## src/rtl/vidseq_pkg.sv

```systemverilog
package vidseq_pkg;

    typedef enum logic [2:0] {
        ST_OFF       = 3'd0,
        ST_REF_WAIT  = 3'd1,
        ST_RAMP      = 3'd2,
        ST_BOOT_HOLD = 3'd3,
        ST_SERIAL    = 3'd4,
        ST_RETURN    = 3'd5,
        ST_PIN_DEBUG = 3'd6
    } seq_state_e;

    // Level for a 2-bit selection: linear table computed from base and step.
    function automatic int sel_level(int base, int step, logic [1:0] sel);
        return base + int'(sel) * step;
    endfunction

endpackage

```

## src/rtl/vidseq_slew_chan.sv

```systemverilog
module vidseq_slew_chan #(
    parameter int CODE_W   = 7,
    parameter int SLEW_DIV = 4
) (
    input  logic              clk,
    input  logic              rst_n,
    input  logic              clr_i,
    input  logic [CODE_W-1:0] tgt_i,
    output logic [CODE_W-1:0] code_o,
    output logic              at_tgt_o
);

    localparam int CNT_W = (SLEW_DIV > 1) ? $clog2(SLEW_DIV) : 1;
    localparam logic [CNT_W-1:0] CNT_LAST = CNT_W'(SLEW_DIV - 1);

    logic [CODE_W-1:0] code_q;
    logic [CNT_W-1:0]  cnt_q;

    always_ff @(posedge clk or negedge rst_n) begin
        if (!rst_n) begin
            code_q <= '0;
            cnt_q  <= '0;
        end else if (clr_i) begin
            code_q <= '0;
            cnt_q  <= '0;
        end else if (code_q == tgt_i) begin
            cnt_q  <= '0;
        end else if (cnt_q == CNT_LAST) begin
            cnt_q  <= '0;
            code_q <= (tgt_i > code_q) ? code_q + 1'b1 : code_q - 1'b1;
        end else begin
            cnt_q  <= cnt_q + 1'b1;
        end
    end

    assign code_o   = code_q;
    assign at_tgt_o = (code_q == tgt_i);

    // a code never jumps by more than one step outside of a clear
    assert_single_step_R4: assert property (@(posedge clk) disable iff (!rst_n)
        !clr_i |=> (code_q == $past(code_q) ||
                    code_q == $past(code_q) + 1'b1 ||
                    code_q == $past(code_q) - 1'b1));

    // a code sitting at its target stays put on the next edge
    assert_hold_at_target_R4: assert property (@(posedge clk) disable iff (!rst_n)
        (!clr_i && code_q == tgt_i) |=> $stable(code_q));

endmodule

```

## src/rtl/vidseq_fsm.sv

```systemverilog
module vidseq_fsm
    import vidseq_pkg::*;
(
    input  logic       clk,
    input  logic       rst_n,
    input  logic       run_en,
    input  logic       ref_ok,
    input  logic       sys_pgood,
    input  logic       dbg_q,
    input  logic       all_at_i,
    output seq_state_e state_o,
    output logic       clr_o,
    output logic       latch_o,
    output logic       load_boot_o,
    output logic       load_pins_o,
    output logic       accept_o
);

    seq_state_e state_q, state_d;

    // Next-state logic
    always_comb begin
        state_d = state_q;
        if (!run_en) begin
            state_d = ST_OFF;
        end else begin
            unique case (state_q)
                ST_OFF:       state_d = ST_REF_WAIT;
                ST_REF_WAIT:  if (ref_ok) state_d = ST_RAMP;
                ST_RAMP:      if (all_at_i) state_d = ST_BOOT_HOLD;
                ST_BOOT_HOLD: begin
                    if (sys_pgood)  state_d = ST_SERIAL;
                    else if (dbg_q) state_d = ST_PIN_DEBUG;
                end
                ST_SERIAL:    if (!sys_pgood) state_d = ST_RETURN;
                ST_RETURN:    if (all_at_i) state_d = ST_BOOT_HOLD;
                ST_PIN_DEBUG: if (sys_pgood && all_at_i) state_d = ST_SERIAL;
                default:      state_d = ST_OFF;
            endcase
        end
    end

    // State register
    always_ff @(posedge clk or negedge rst_n) begin
        if (!rst_n) state_q <= ST_OFF;
        else        state_q <= state_d;
    end

    // Output decode
    always_comb begin
        clr_o       = 1'b0;
        latch_o     = 1'b0;
        load_boot_o = 1'b0;
        load_pins_o = 1'b0;
        accept_o    = 1'b0;
        if (!run_en) begin
            clr_o = 1'b1;
        end else begin
            unique case (state_q)
                ST_OFF:       clr_o = 1'b1;
                ST_REF_WAIT: begin
                    latch_o     = ref_ok;
                    load_boot_o = ref_ok;
                end
                ST_SERIAL: begin
                    accept_o    = sys_pgood;
                    load_boot_o = !sys_pgood;
                end
                ST_PIN_DEBUG: load_pins_o = 1'b1;
                default: ;
            endcase
        end
    end

    assign state_o = state_q;

    // enable low always lands in the off state
    assert_off_on_disable_R1: assert property (@(posedge clk) disable iff (!rst_n)
        !run_en |=> state_q == ST_OFF);

    // serial mode is only entered from a settled hold or pin-debug state with power-good high
    assert_serial_entry_R6: assert property (@(posedge clk) disable iff (!rst_n)
        (state_q != ST_SERIAL && run_en && sys_pgood && all_at_i &&
         (state_q == ST_BOOT_HOLD || state_q == ST_PIN_DEBUG)) |=> state_q == ST_SERIAL);
    assert_serial_guard_R6: assert property (@(posedge clk) disable iff (!rst_n)
        (state_q != ST_SERIAL && !(sys_pgood && all_at_i)) |=> state_q != ST_SERIAL);

    // power-good falling in serial mode starts the return to boot
    assert_fall_returns_R8: assert property (@(posedge clk) disable iff (!rst_n)
        (run_en && state_q == ST_SERIAL && !sys_pgood) |=> state_q == ST_RETURN);

    // pin-debug is only reachable with the debug strap captured high
    assert_pin_debug_entry_R10: assert property (@(posedge clk) disable iff (!rst_n)
        (state_q != ST_PIN_DEBUG && !dbg_q) |=> state_q != ST_PIN_DEBUG);

endmodule

```

## src/rtl/vidseq_top.sv

```systemverilog
module vidseq_top
    import vidseq_pkg::*;
#(
    parameter int CODE_W    = 7,
    parameter int NUM_DAC   = 3,
    parameter int SLEW_DIV  = 4,
    parameter int BOOT_BASE = 20,
    parameter int BOOT_STEP = 10
) (
    input  logic                      clk,
    input  logic                      rst_n,
    input  logic                      run_en,
    input  logic                      ref_ok,
    input  logic [1:0]                vid_pin,
    input  logic                      plane_strap,
    input  logic                      dbg_strap,
    input  logic                      sys_pgood,
    input  logic                      svid_valid,
    input  logic [NUM_DAC-1:0]        svid_mask,
    input  logic [CODE_W-1:0]         svid_code,
    output logic [NUM_DAC*CODE_W-1:0] dac_code,
    output logic                      slew_busy,
    output logic [2:0]                seq_state,
    output logic [1:0]                boot_vid_q,
    output logic                      plane_strap_q
);

    seq_state_e        state;
    logic              clr, latch, load_boot, load_pins, accept;
    logic [1:0]        boot_q;
    logic              strap_q, dbg_q;
    logic [NUM_DAC-1:0] at_tgt;
    logic              all_at;
    logic [CODE_W-1:0] boot_lvl, pin_lvl;

    // Strap capture at the reference-good edge
    always_ff @(posedge clk or negedge rst_n) begin
        if (!rst_n) begin
            boot_q  <= '0;
            strap_q <= 1'b0;
            dbg_q   <= 1'b0;
        end else if (latch) begin
            boot_q  <= vid_pin;
            strap_q <= plane_strap;
            dbg_q   <= dbg_strap;
        end
    end

    // On the capture edge the registered selection is not yet valid, so use the pins
    assign boot_lvl = CODE_W'(sel_level(BOOT_BASE, BOOT_STEP, latch ? vid_pin : boot_q));
    assign pin_lvl  = CODE_W'(sel_level(BOOT_BASE, BOOT_STEP, vid_pin));
    assign all_at   = &at_tgt;

    vidseq_fsm u_fsm (
        .clk        (clk),
        .rst_n      (rst_n),
        .run_en     (run_en),
        .ref_ok     (ref_ok),
        .sys_pgood  (sys_pgood),
        .dbg_q      (dbg_q),
        .all_at_i   (all_at),
        .state_o    (state),
        .clr_o      (clr),
        .latch_o    (latch),
        .load_boot_o(load_boot),
        .load_pins_o(load_pins),
        .accept_o   (accept)
    );

    generate
        for (genvar i = 0; i < NUM_DAC; i++) begin : g_dac
            logic [CODE_W-1:0] tgt_q;
            logic [CODE_W-1:0] code;

            always_ff @(posedge clk or negedge rst_n) begin
                if (!rst_n)                                   tgt_q <= '0;
                else if (clr)                                 tgt_q <= '0;
                else if (load_boot)                           tgt_q <= boot_lvl;
                else if (load_pins)                           tgt_q <= pin_lvl;
                else if (accept && svid_valid && svid_mask[i]) tgt_q <= svid_code;
            end

            vidseq_slew_chan #(
                .CODE_W  (CODE_W),
                .SLEW_DIV(SLEW_DIV)
            ) u_chan (
                .clk     (clk),
                .rst_n   (rst_n),
                .clr_i   (clr),
                .tgt_i   (tgt_q),
                .code_o  (code),
                .at_tgt_o(at_tgt[i])
            );

            assign dac_code[i*CODE_W +: CODE_W] = code;

            // a word strobed outside acceptance leaves this target alone unless a mode load happens
            assert_discard_R9: assert property (@(posedge clk) disable iff (!rst_n)
                (svid_valid && run_en && state != ST_SERIAL && state != ST_REF_WAIT &&
                 state != ST_PIN_DEBUG) |=> $stable(tgt_q));
        end
    endgenerate

    assign slew_busy     = !all_at;
    assign seq_state     = state;
    assign boot_vid_q    = boot_q;
    assign plane_strap_q = strap_q;

    // the ramp state never shows a code above its boot level
    assert_ramp_bounded_R5: assert property (@(posedge clk) disable iff (!rst_n)
        (state == ST_RAMP) |-> (dac_code[CODE_W-1:0] <= boot_lvl));

endmodule

```

## config.mk

```make
export PLATFORM = sky130hd
export DESIGN_NAME = vidseq_top
export DESIGN_NICKNAME = d
export VERILOG_FILES = /design/src/rtl/vidseq_pkg.sv /design/src/rtl/vidseq_slew_chan.sv /design/src/rtl/vidseq_fsm.sv /design/src/rtl/vidseq_top.sv
export SDC_FILE = /design/constraint.sdc
export NUM_CORES = 1
export LEC_CHECK = 0
export ABC_AREA = 1
export CAP_MARGIN = 10
export CELL_PAD_IN_SITES_DETAIL_PLACEMENT = 1
export CELL_PAD_IN_SITES_GLOBAL_PLACEMENT = 1
export CORE_MARGIN = 1.5
export CORE_UTILIZATION = 40
export CTS_BUF_LIST = sky130_fd_sc_hd__clkbuf_2 sky130_fd_sc_hd__clkbuf_4 sky130_fd_sc_hd__clkbuf_8
export DETAILED_ROUTE_END_ITERATION = 8
export GPL_TIMING_DRIVEN = 0
export PLACE_DENSITY = 0.84
export REMOVE_ABC_BUFFERS = 1
export SLEW_MARGIN = 10
export SYNTH_ARGS = -nofsm -noshare
export SYNTH_HDL_FRONTEND = slang
export SYNTH_HIERARCHICAL = 1
export SYNTH_SLANG_ARGS = --single-unit
```

## constraint.sdc

```tcl
create_clock -name clk -period 2.7 [get_ports clk]
set_input_delay 0.27 -clock clk [delete_from_list [all_inputs] [get_ports clk]]
set_output_delay 0.27 -clock clk [all_outputs]
set_load 0.01 [all_outputs]
```

## After elaboration in Yosys (flattened, before gate mapping)

Cells that the tools add are included.

| storage, ports and cells | value |
|---|---|
| word-level logic and storage cells | 121 |
| bits of input ports | 20 |
| output and inout port bits | 28 |
| bits in registers | 55 |

| cells by class | value |
|---|---|
| muxes and demuxes | 52 |
| order comparisons | 3 |
| $mul | 2 |
| equality and inequality tests | 20 |
| add/sub/neg operators | 11 |
| reduce and logical (&&, ||, !) cells | 20 |

Operators by type and width:

| operator | number |
|---|---|
| 7-bit 2-to-1 mux | 24 |
| 7-bit by 1-bit adder with 7-bit output, second input constant | 3 |
| 7-bit == test | 3 |
| 7-bit greater-than comparator | 3 |
| 3-bit 2-to-1 mux | 7 |
| 7-bit by 1-bit subtractor with 7-bit output, second input constant | 3 |
| 2-bit 2-to-1 mux | 10 |
| 3-bit case mux with 6 select lines | 1 |
| 5-bit by 6-bit adder with 7-bit output, first input constant | 2 |
| 4-bit nonzero test | 3 |
| 2-bit by 3-bit multiplier with 5-bit output, second input constant | 2 |
| 3-bit == test, second input constant | 3 |
| 1-bit 2-to-1 mux | 9 |
| 2-bit by 1-bit adder with 2-bit output, second input constant | 3 |
| 2-bit == test, second input constant | 3 |
| 3-bit by 2-bit == test with 1-bit output, second input constant | 2 |
| 2-bit inequality test, second input constant | 3 |
| 3-bit by 2-bit inequality test with 1-bit output, second input constant | 2 |
| 3-bit inequality test, second input constant | 2 |
| 2-bit AND reduction | 3 |
| 2-bit nonzero test | 3 |
| 1-bit logical AND | 5 |
| 5-bit AND reduction | 1 |
| 4-bit inequality test, second input constant | 1 |
| other kinds (6) | 7 |

## Longest topological paths before layout

Gate-level depths: netlist of run 1.

| depth | value |
|---|---|
| depth in word-level cells | 9 |
| depth in mapped cells | 16 |
| depth with buffers taken out | 16 |

## By module

The synthesis of run 1 kept the hierarchy.

By module, submodules not included:

| module | cells each | instances | sequential area each (µm²) | area an instance (µm²) |
|---|---|---|---|---|
| vidseq_slew_chan at g_dac[0].u_chan ... | 105 | 2 | 225.2 | 889.6 |
| vidseq_top | 148 | 1 | 625.6 | 1193.6 |
| vidseq_slew_chan at g_dac[1].u_chan | 104 | 1 | 225.2 | 895.9 |
| vidseq_fsm | 65 | 1 | 75.1 | 381.6 |

## Least setup slack after synthesis of run 1

No wires, ideal clock.

| path | value |
|---|---|
| kind | register -> register |
| start point | register g_dac[0].u_chan.code_q[6] |
| end point | register g_dac[0].u_chan.code_q[4] |
| library setup time | 0.127 ns |
| stages on the path, launching flop included | 12 |
| arrival time | 2.306 ns |
| data required time | 2.573 ns |
| buffers on the path | 0 |
| path slack | 0.267 ns |
| period minus slack after synthesis | 2.433 ns |
| cells stage by stage | dfrtp_1 > inv_1 > ha_1 > nand2_2 > nor2_4 > nand4_4 > nand2_4 > inv_1 > fa_1 > o31ai_1 > xnor2_1 > o22ai_2 |

| on the way | value |
|---|---|
| longest elaborated chain between the ends | 5 |
| elaborated cells on any way between the ends | 8 |
| classes of those cells | order compare (1); eq/ne (2); mux (4); reduce/logical (1) |

Ends and longest elaborated chain:

| what | line | source |
|---|---|---|
| start, declared | vidseq_slew_chan.sv:16 | `logic [CODE_W-1:0] code_q;` |
| start signal, assigned | vidseq_slew_chan.sv:30 | `code_q <= (tgt_i > code_q) ? code_q + 1'b1 : code_q - 1'b1;` |
| 7-bit greater-than comparator | vidseq_slew_chan.sv:30 |  |
| 7-bit 2-to-1 mux | vidseq_slew_chan.sv:30 |  |
| 7-bit 2-to-1 mux | vidseq_slew_chan.sv:28 | `end else if (cnt_q == CNT_LAST) begin` |
| 7-bit 2-to-1 mux | vidseq_slew_chan.sv:26 | `end else if (code_q == tgt_i) begin` |
| 7-bit 2-to-1 mux | vidseq_slew_chan.sv:23 | `end else if (clr_i) begin` |

Several ways; a longest one is shown, not always the timed one. The select of a mux whose other input is x is not followed.
A chain may end at the register's enable or synchronous reset.

## Final worst setup path of run 1

| path | value |
|---|---|
| start point | register g_dac[2].u_chan.code_q[5] |
| end point | register g_dac[2].u_chan.code_q[6] |

| on the way | value |
|---|---|
| longest elaborated chain between the ends | 5 |
| elaborated cells on any way between the ends | 10 |
| classes of those cells | add/sub (2); order compare (1); eq/ne (2); mux (4); reduce/logical (1) |

Ends and longest elaborated chain:

| what | line |
|---|---|
| start, declared | vidseq_slew_chan.sv:16 |
| start signal, assigned | vidseq_slew_chan.sv:30 |
| 7-bit by 1-bit subtractor with 7-bit output (tied with other cells) | vidseq_slew_chan.sv:30 |
| 7-bit 2-to-1 mux | vidseq_slew_chan.sv:30 |
| 7-bit 2-to-1 mux | vidseq_slew_chan.sv:28 |
| 7-bit 2-to-1 mux | vidseq_slew_chan.sv:26 |
| 7-bit 2-to-1 mux | vidseq_slew_chan.sv:23 |

Several ways; a longest one is shown, not always the timed one. The select of a mux whose other input is x is not followed.

==> results of run 1 <==
[per-stage QoR]
stage,instances,instance area [um^2],worst slack [ns],hold WS [ns],util (%)
after CTS,717,4970,0.00657,0.0298,48.2
after global placement,709,4880,-0.406,0.424,47.3
after detailed placement,709,4880,-0.00661,0.386,47.2
after global routing,727,5210,-0.0466,0.0371,50.4
after floorplan,526,4240,0.267,-0.0256,-
final,727,5210,0.102,-0.00895,50.4
[registers in the layout, summed over array words and instances (netlist names)]
| name | count |
|---|---|
| g_dac.tgt_q | 21 |
| g_dac.u_chan/cnt_q | 6 |
| plane_strap_q | 1 |
| g_dac.u_chan/code_o | 21 |
| u_fsm/state_o | 3 |
| dbg_q | 1 |
| boot_vid_q | 2 |
[kinds of logic (layout without fill, tap and decap cells)]
group           count (synthesis)  count (layout)  synth area share, %
fa+ha+maj                      47              47                 14.4
xor+xnor                        9               9                 1.85
compound gates                 67              67                 11.4
buf+inv                        90             154                 8.12
simple gates                  259             259                 31.9
flops                          55              55                 32.4
[final timing paths]
kind / to / slack [ns] / from
min: g_dac[1].u_chan/code_o[3] / -0.009 / rst_n
max reg2reg: g_dac[2].u_chan/code_o[6] / 0.10 / g_dac[2].u_chan/code_o[5]
max in group asynchronous: g_dac[2].u_chan/code_o[3] / 2.17 / rst_n
min reg2reg: g_dac[0].u_chan/cnt_q[0] / 0.45 / g_dac[0].u_chan/cnt_q[0]
min in group clk: g_dac[0].u_chan/cnt_q[0] / 0.45 / g_dac[0].u_chan/cnt_q[0]
max: g_dac[2].u_chan/code_o[6] / 0.10 / g_dac[2].u_chan/code_o[5]
[worst reg2reg max path, delay by kind of cell (launching register included)]
family / cells / cell delay, ns
AND/OR/NAND/NOR: 11 / 1.22
adder cells (fa/ha/maj): 2 / 0.66
flip-flops: 1 / 0.39
AO/OA/AOI/OAI: 1 / 0.13
buffers and inverters: 1 / 0.09
[power by group]
part	switching [uW]	leakage, uW	internal [uW]
Sequential	127	0.000745	969
Clock	287	0.0000491	204
Combinational	2230	0.00172	1340
[layout by cell type (no fill, tap or decap), types with 11 or more instances in the layout]
master           instances
nor2_4                  11
inv_1                   78
a21oi_1                 18
o22ai_2                 12
nand2_1                140
o21ai_0                 11
nor2_1                  12
inv_2                   11
nand3_1                 49
dfrtp_1                 51
buf_4                   11
clkdlybuf4s50_1         46
ha_1                    34
nand2_2                 18
[timing repair]
item,CTS,global route
buffers inserted,0,10
endpoints found under the setup margin,1,10
gates resized for setup,1,26
pin swaps,0,2
[final cells by class]
type | instances | area share, %
flip-flops and latches | 55 | 26.5
multi-input cells | 382 | 51.7
clock buffers | 7 | 1.61
repair buffers | 57 | 10.4
well taps | 136 | 3.27
clock inverters | 1 | 0.0961
inverters | 89 | 6.42
[routing by layer]
metal / share of wire (%) / wire (um)
met1: 44 / 5050
met2: 52 / 5920
met3: 2.2 / 246
met4: 1.7 / 192
met5: 0 / 0
==> flow_summary.json, run 1 <==
{
  "fillers": 1240,
  "start_kind": "register",
  "htree_levels": 2,
  "ys.flop_type": "dfrtp_1",
  "syn_area_per_cell_um2": 8.07,
  "maxSlewViolCount": 0,
  "synth_top_area_share_pct": 32.4,
  "nets": 657,
  "hpwl_um": 8620,
  "dr.pass1.iters": 4,
  "route.vias.total": 3721,
  "io_pins": 48,
  "routedWlPerCell_um": 15.7,
  "path_clk_slew_ns": 0.10,
  "crit_chain": "inv_1 > ha_1 > nand2_2 > nor2_4 > nand2_1 > nand2_2 > nand2_8 > ha_1 > nand2_1 > nor3_2 > nand2_1 > o211ai_1 > nand3_1 > nand3_1 > nand2_1",
  "grt_max_degree": 56,
  "multi_input_area_um2": 2690,
  "die_area_um2": 11300,
  "cts_buffers": 5,
  "drt.antenna.violating_nets": 0,
  "worstPathMaxFanout": 9,
  "path_depth": 15,
  "via_per_inst": 5.12,
  "seqCellArea_um2": 1380,
  "synth_cell_types": 32,
  "ys_warn_count": 6,
  "portBuffers": 47,
  "status": "finished, violations left",
  "dieHeight_um": 106,
  "insertion_delay_ns": 0.32,
  "fin_setup_tns_ns": 0,
  "design_power_total_uw": 5160,
  "crit_top_cell": "nand2_1",
  "netlist.top_cell.by_area": "dfrtp_1",
  "netlist_top_cells_count": "nand2_1 (140), inv_1 (78), dfrtp_1 (55), nand3_1 (49), ha_1 (44)",
  "cts_root_buf": "clkbuf_8",
  "grt_antenna_before_repair": 0,
  "final_min_period_over_clock_period_pct": 96.2,
  "wl_um": 11400,
  "antenna_cells": 0,
  "top_usage_layer": "met2",
  "worst_ir_drop_vdd_v": 0.000532,
  "max_slew_margin_pct": 41.2,
  "synth_edf_count": 0,
  "use_met3_pct": 2.45,
  "grtUsageTotal_pct": 20.9,
  "crit_type": "reg2reg",
  "drive_gt1_share_pct": 21.2,
  "cpMaxStageDelayCell": "dfrtp_1",
  "grt_use_met2_pct": 38.3,
  "cellPowerDensity_nw_per_um2": 991,
  "ctsHoldBuffers": 0,
  "worst-path-buf-inv": 1,
  "cts_sinks": 55,
  "crit_required_ns": 2.92,
  "fmax_mhz": 385,
  "power.static_leakage_uw": 0.00252,
  "area_growth_pct": 22.5,
  "synth.top_cells.by_area": "dfrtp_1 (32%), ha_1 (13%), nand2_1 (12%)",
  "drc": 0,
  "violations": "negative hold slack",
  "crit_family": "simple AND/OR/NAND/NOR gates",
  "synth_most_common_cell": "nand2_1",
  "cp.arrival_ns": 2.82,
  "finalHoldViolCount": 8,
  "cpPeakStageDelay_ns": 0.39,
  "grtUsageMet1_pct": 25.7,
  "grt_pass1_vias": 4007,
  "grt_pass1_wl_um": 18900,
  "cts_buffer_depth": 2,
  "synth_seq_cells": 55,
  "first_iter_violations": 128,
  "fin_crit_ns": 2.60,
  "synthCells": 527,
  "r2r_cells": 15,
  "core_um2": 10300,
  "dieWidth_um": 106,
  "hp-class": "in2async",
  "gr-total-overflow": 0,
  "tightest_slew_ns": 0.877,
  "finalWeightedCongestion": 0.842,
  "std_cell_rows": 37,
  "netlist_area_um2": 4250,
  "synth-async-reset-ratio_pct": 100,
  "start_util_pct": 41.2,
  "worstSetupEndpointType": "register",
  "cts_tree": "built",
  "maxCapViolations": 0,
  "synth_seq_area_share_pct": 32.4,
  "worst_clock_skew_ns": 0.00537,
  "worst_hold_slack_ns": -0.00895,
  "setup_viol": 0
}
(Power assumes the default switching activity.)
==> run 2, diff against run 1 <==
Settings changed: CTS_CLUSTER_SIZE set to 16, SLEW_MARGIN 10 to 0.
==> run 2 against run 1 <==
Non-clock buffer count up 6. Hold slack better by 0.43 ns. Largest cell class unchanged. Clock power down 1%. Register-to-register slack about the same. Cell area up 0.41%. First-iteration DRC count up 3.9%. The flow now finishes without violations. Critical path depth down 4. Sequential power about the same.
==> flow_summary.json, run 2 (synthesized netlist as in run 1, its figures left out) <==
{
  "status": "complete, no violations",
  "grt_antenna_before_repair": 0,
  "crit_required_ns": 2.90,
  "hpwl_um": 8760,
  "grtUsageMet1_pct": 26.5,
  "grt_pass1_wl_um": 19100,
  "design_power_total_uw": 5110,
  "antenna_cells": 0,
  "grt_max_degree": 40,
  "placed_cells": 711,
  "setup_ws_ns": 0.101,
  "core_um2": 10300,
  "max_slew_margin_pct": 53.1,
  "via_per_inst": 5.14,
  "nets": 664,
  "maxCapViolations": 0,
  "worst_ir_drop_vdd_v": 0.000432,
  "stdcell_area_um2": 5230,
  "area_growth_pct": 23.0,
  "gr-total-overflow": 0,
  "maxSlewViolCount": 0,
  "htree_levels": 2,
  "path_clk_slew_ns": 0.10,
  "grt_pass1_vias": 3995,
  "multi_input_area_um2": 2660,
  "hp-class": "in2async",
  "setup_viol": 0,
  "cts_tree": "built",
  "finalHoldViolCount": 0,
  "start_util_pct": 41.2,
  "fmax_mhz": 385,
  "crit_type": "reg2reg",
  "worst_clock_skew_ns": 0.00732,
  "start_kind": "register",
  "cp.arrival_ns": 2.80,
  "worstPathMaxFanout": 9,
  "tightest_slew_ns": 0.697,
  "final_cell_mix": "nand2_1 (140), inv_1 (77), dfrtp_1 (54), nand3_1 (49), clkdlybuf4s50_1 (46)",
  "fin_crit_ns": 2.60,
  "io_pins": 48,
  "worstSetupEndpointType": "register",
  "first_iter_violations": 133,
  "power.static_leakage_uw": 0.00255,
  "final_cells": 734,
  "grt_use_met2_pct": 37.9,
  "cts_buffers": 5,
  "fillers": 1262,
  "finalWeightedCongestion": 0.842,
  "wl_um": 11300,
  "drc": 0,
  "cts_sinks": 55,
  "mostFrequentLayoutCell": "nand2_1",
  "insertion_delay_ns": 0.32,
  "cts_buffer_depth": 2,
  "cts_root_buf": "clkbuf_8",
  "die_area_um2": 11300,
  "routedWlPerCell_um": 15.4,
  "std_cell_rows": 37,
  "drt.antenna.violating_nets": 0,
  "dr.pass1.iters": 4,
  "top_usage_layer": "met2",
  "rsz0062_at_grt": "true",
  "cellPowerDensity_nw_per_um2": 977,
  "drive_gt1_share_pct": 21.4,
  "dieHeight_um": 106,
  "place_ws_ns": 0.0445,
  "post_dp_cell_area_um2": 4900,
  "route.vias.total": 3771,
  "dieWidth_um": 106,
  "grtUsageTotal_pct": 21.1,
  "seqCellArea_um2": 1380,
  "portBuffers": 47,
  "final_min_period_over_clock_period_pct": 96.2,
  "use_met3_pct": 2.58
}
==> run 2: cell types whose count changed in the layout (fill, tap and decap cells not counted), sizes merged <==
| cell | delta |
|---|---|
| dlygate4sd3 | +1 |
| buf | +5 |
| nand2 | +1 |
==> run 2: layout make-up <==
cell class / instances / share of cell area [%]
Tap cell: 136 / 3.25
Inverter: 89 / 6.39
Multi-Input combinational cell: 383 / 50.9
Clock inverter: 1 / 0.0957
Timing Repair Buffer: 63 / 11.4
Sequential cell: 55 / 26.3
Clock buffer: 7 / 1.60
==> run 2: power by group <==
part	switching (uW)	internal [uW]	total, uW
combinational	2200	1330	3520
sequential	130	969	1100
clock	281	204	485
==> run 2: repair_timing <==
action	in CTS	in global routing
setup endpoints to repair	1	9
gates cloned	0	1
endpoints found under the hold margin	16	0
hold buffers	1	0
pin swaps	0	4
buffers inserted	1	12
gates resized for setup	0	22
==> run 2: metrics by stage <==
step | TNS [ns] | util, % | hold WS, ns
global route | -0.106 | 50.6 | 0.449
CTS | 0 | 48.5 | 0.435
finish | 0 | 50.6 | 0.420
floorplan | 0 | - | -0.0256
global placement | -22.06 | 47.3 | 0.424
detailed placement | 0 | 47.5 | 0.239
==> run 2: final timing paths <==
| check | cells past startpoint | endpoint | from | slack [ns] |
|---|---|---|---|---|
| max | 11 | g_dac[2].u_chan/code_o[4] | g_dac[2].u_chan/code_o[6] | 0.10 |
| min | 2 | g_dac[1].u_chan/code_o[3] | rst_n | 0.42 |
| max in group asynchronous | 3 | g_dac[2].u_chan/code_o[3] | rst_n | 1.69 |
| max reg2reg | 11 | g_dac[2].u_chan/code_o[4] | g_dac[2].u_chan/code_o[6] | 0.10 |
| min reg2reg | 1 | g_dac[1].u_chan/cnt_q[0] | g_dac[1].u_chan/cnt_q[0] | 0.45 |
| min in group clk | 1 | g_dac[1].u_chan/cnt_q[0] | g_dac[1].u_chan/cnt_q[0] | 0.45 |
==> run 2: routing by layer <==
metal / vias to the layer above / part of all wire (%)
li1: 1854 / -
met1: 1850 / 45
met5: - / 0
met2: 52 / 51
met3: 15 / 2.6
met4: 0 / 1.8
==> run 2: worst max-delay path: stages, from the launching register on <==
cell,delay (ns)
dfrtp_1,0.38
inv_1,0.09
ha_1,0.31
nand2_2,0.09
nor2_4,0.15
nand4_4,0.17
nand2_8,0.18
inv_1,0.06
fa_1,0.43
o31ai_1,0.36
xnor2_1,0.18
o22ai_2,0.08
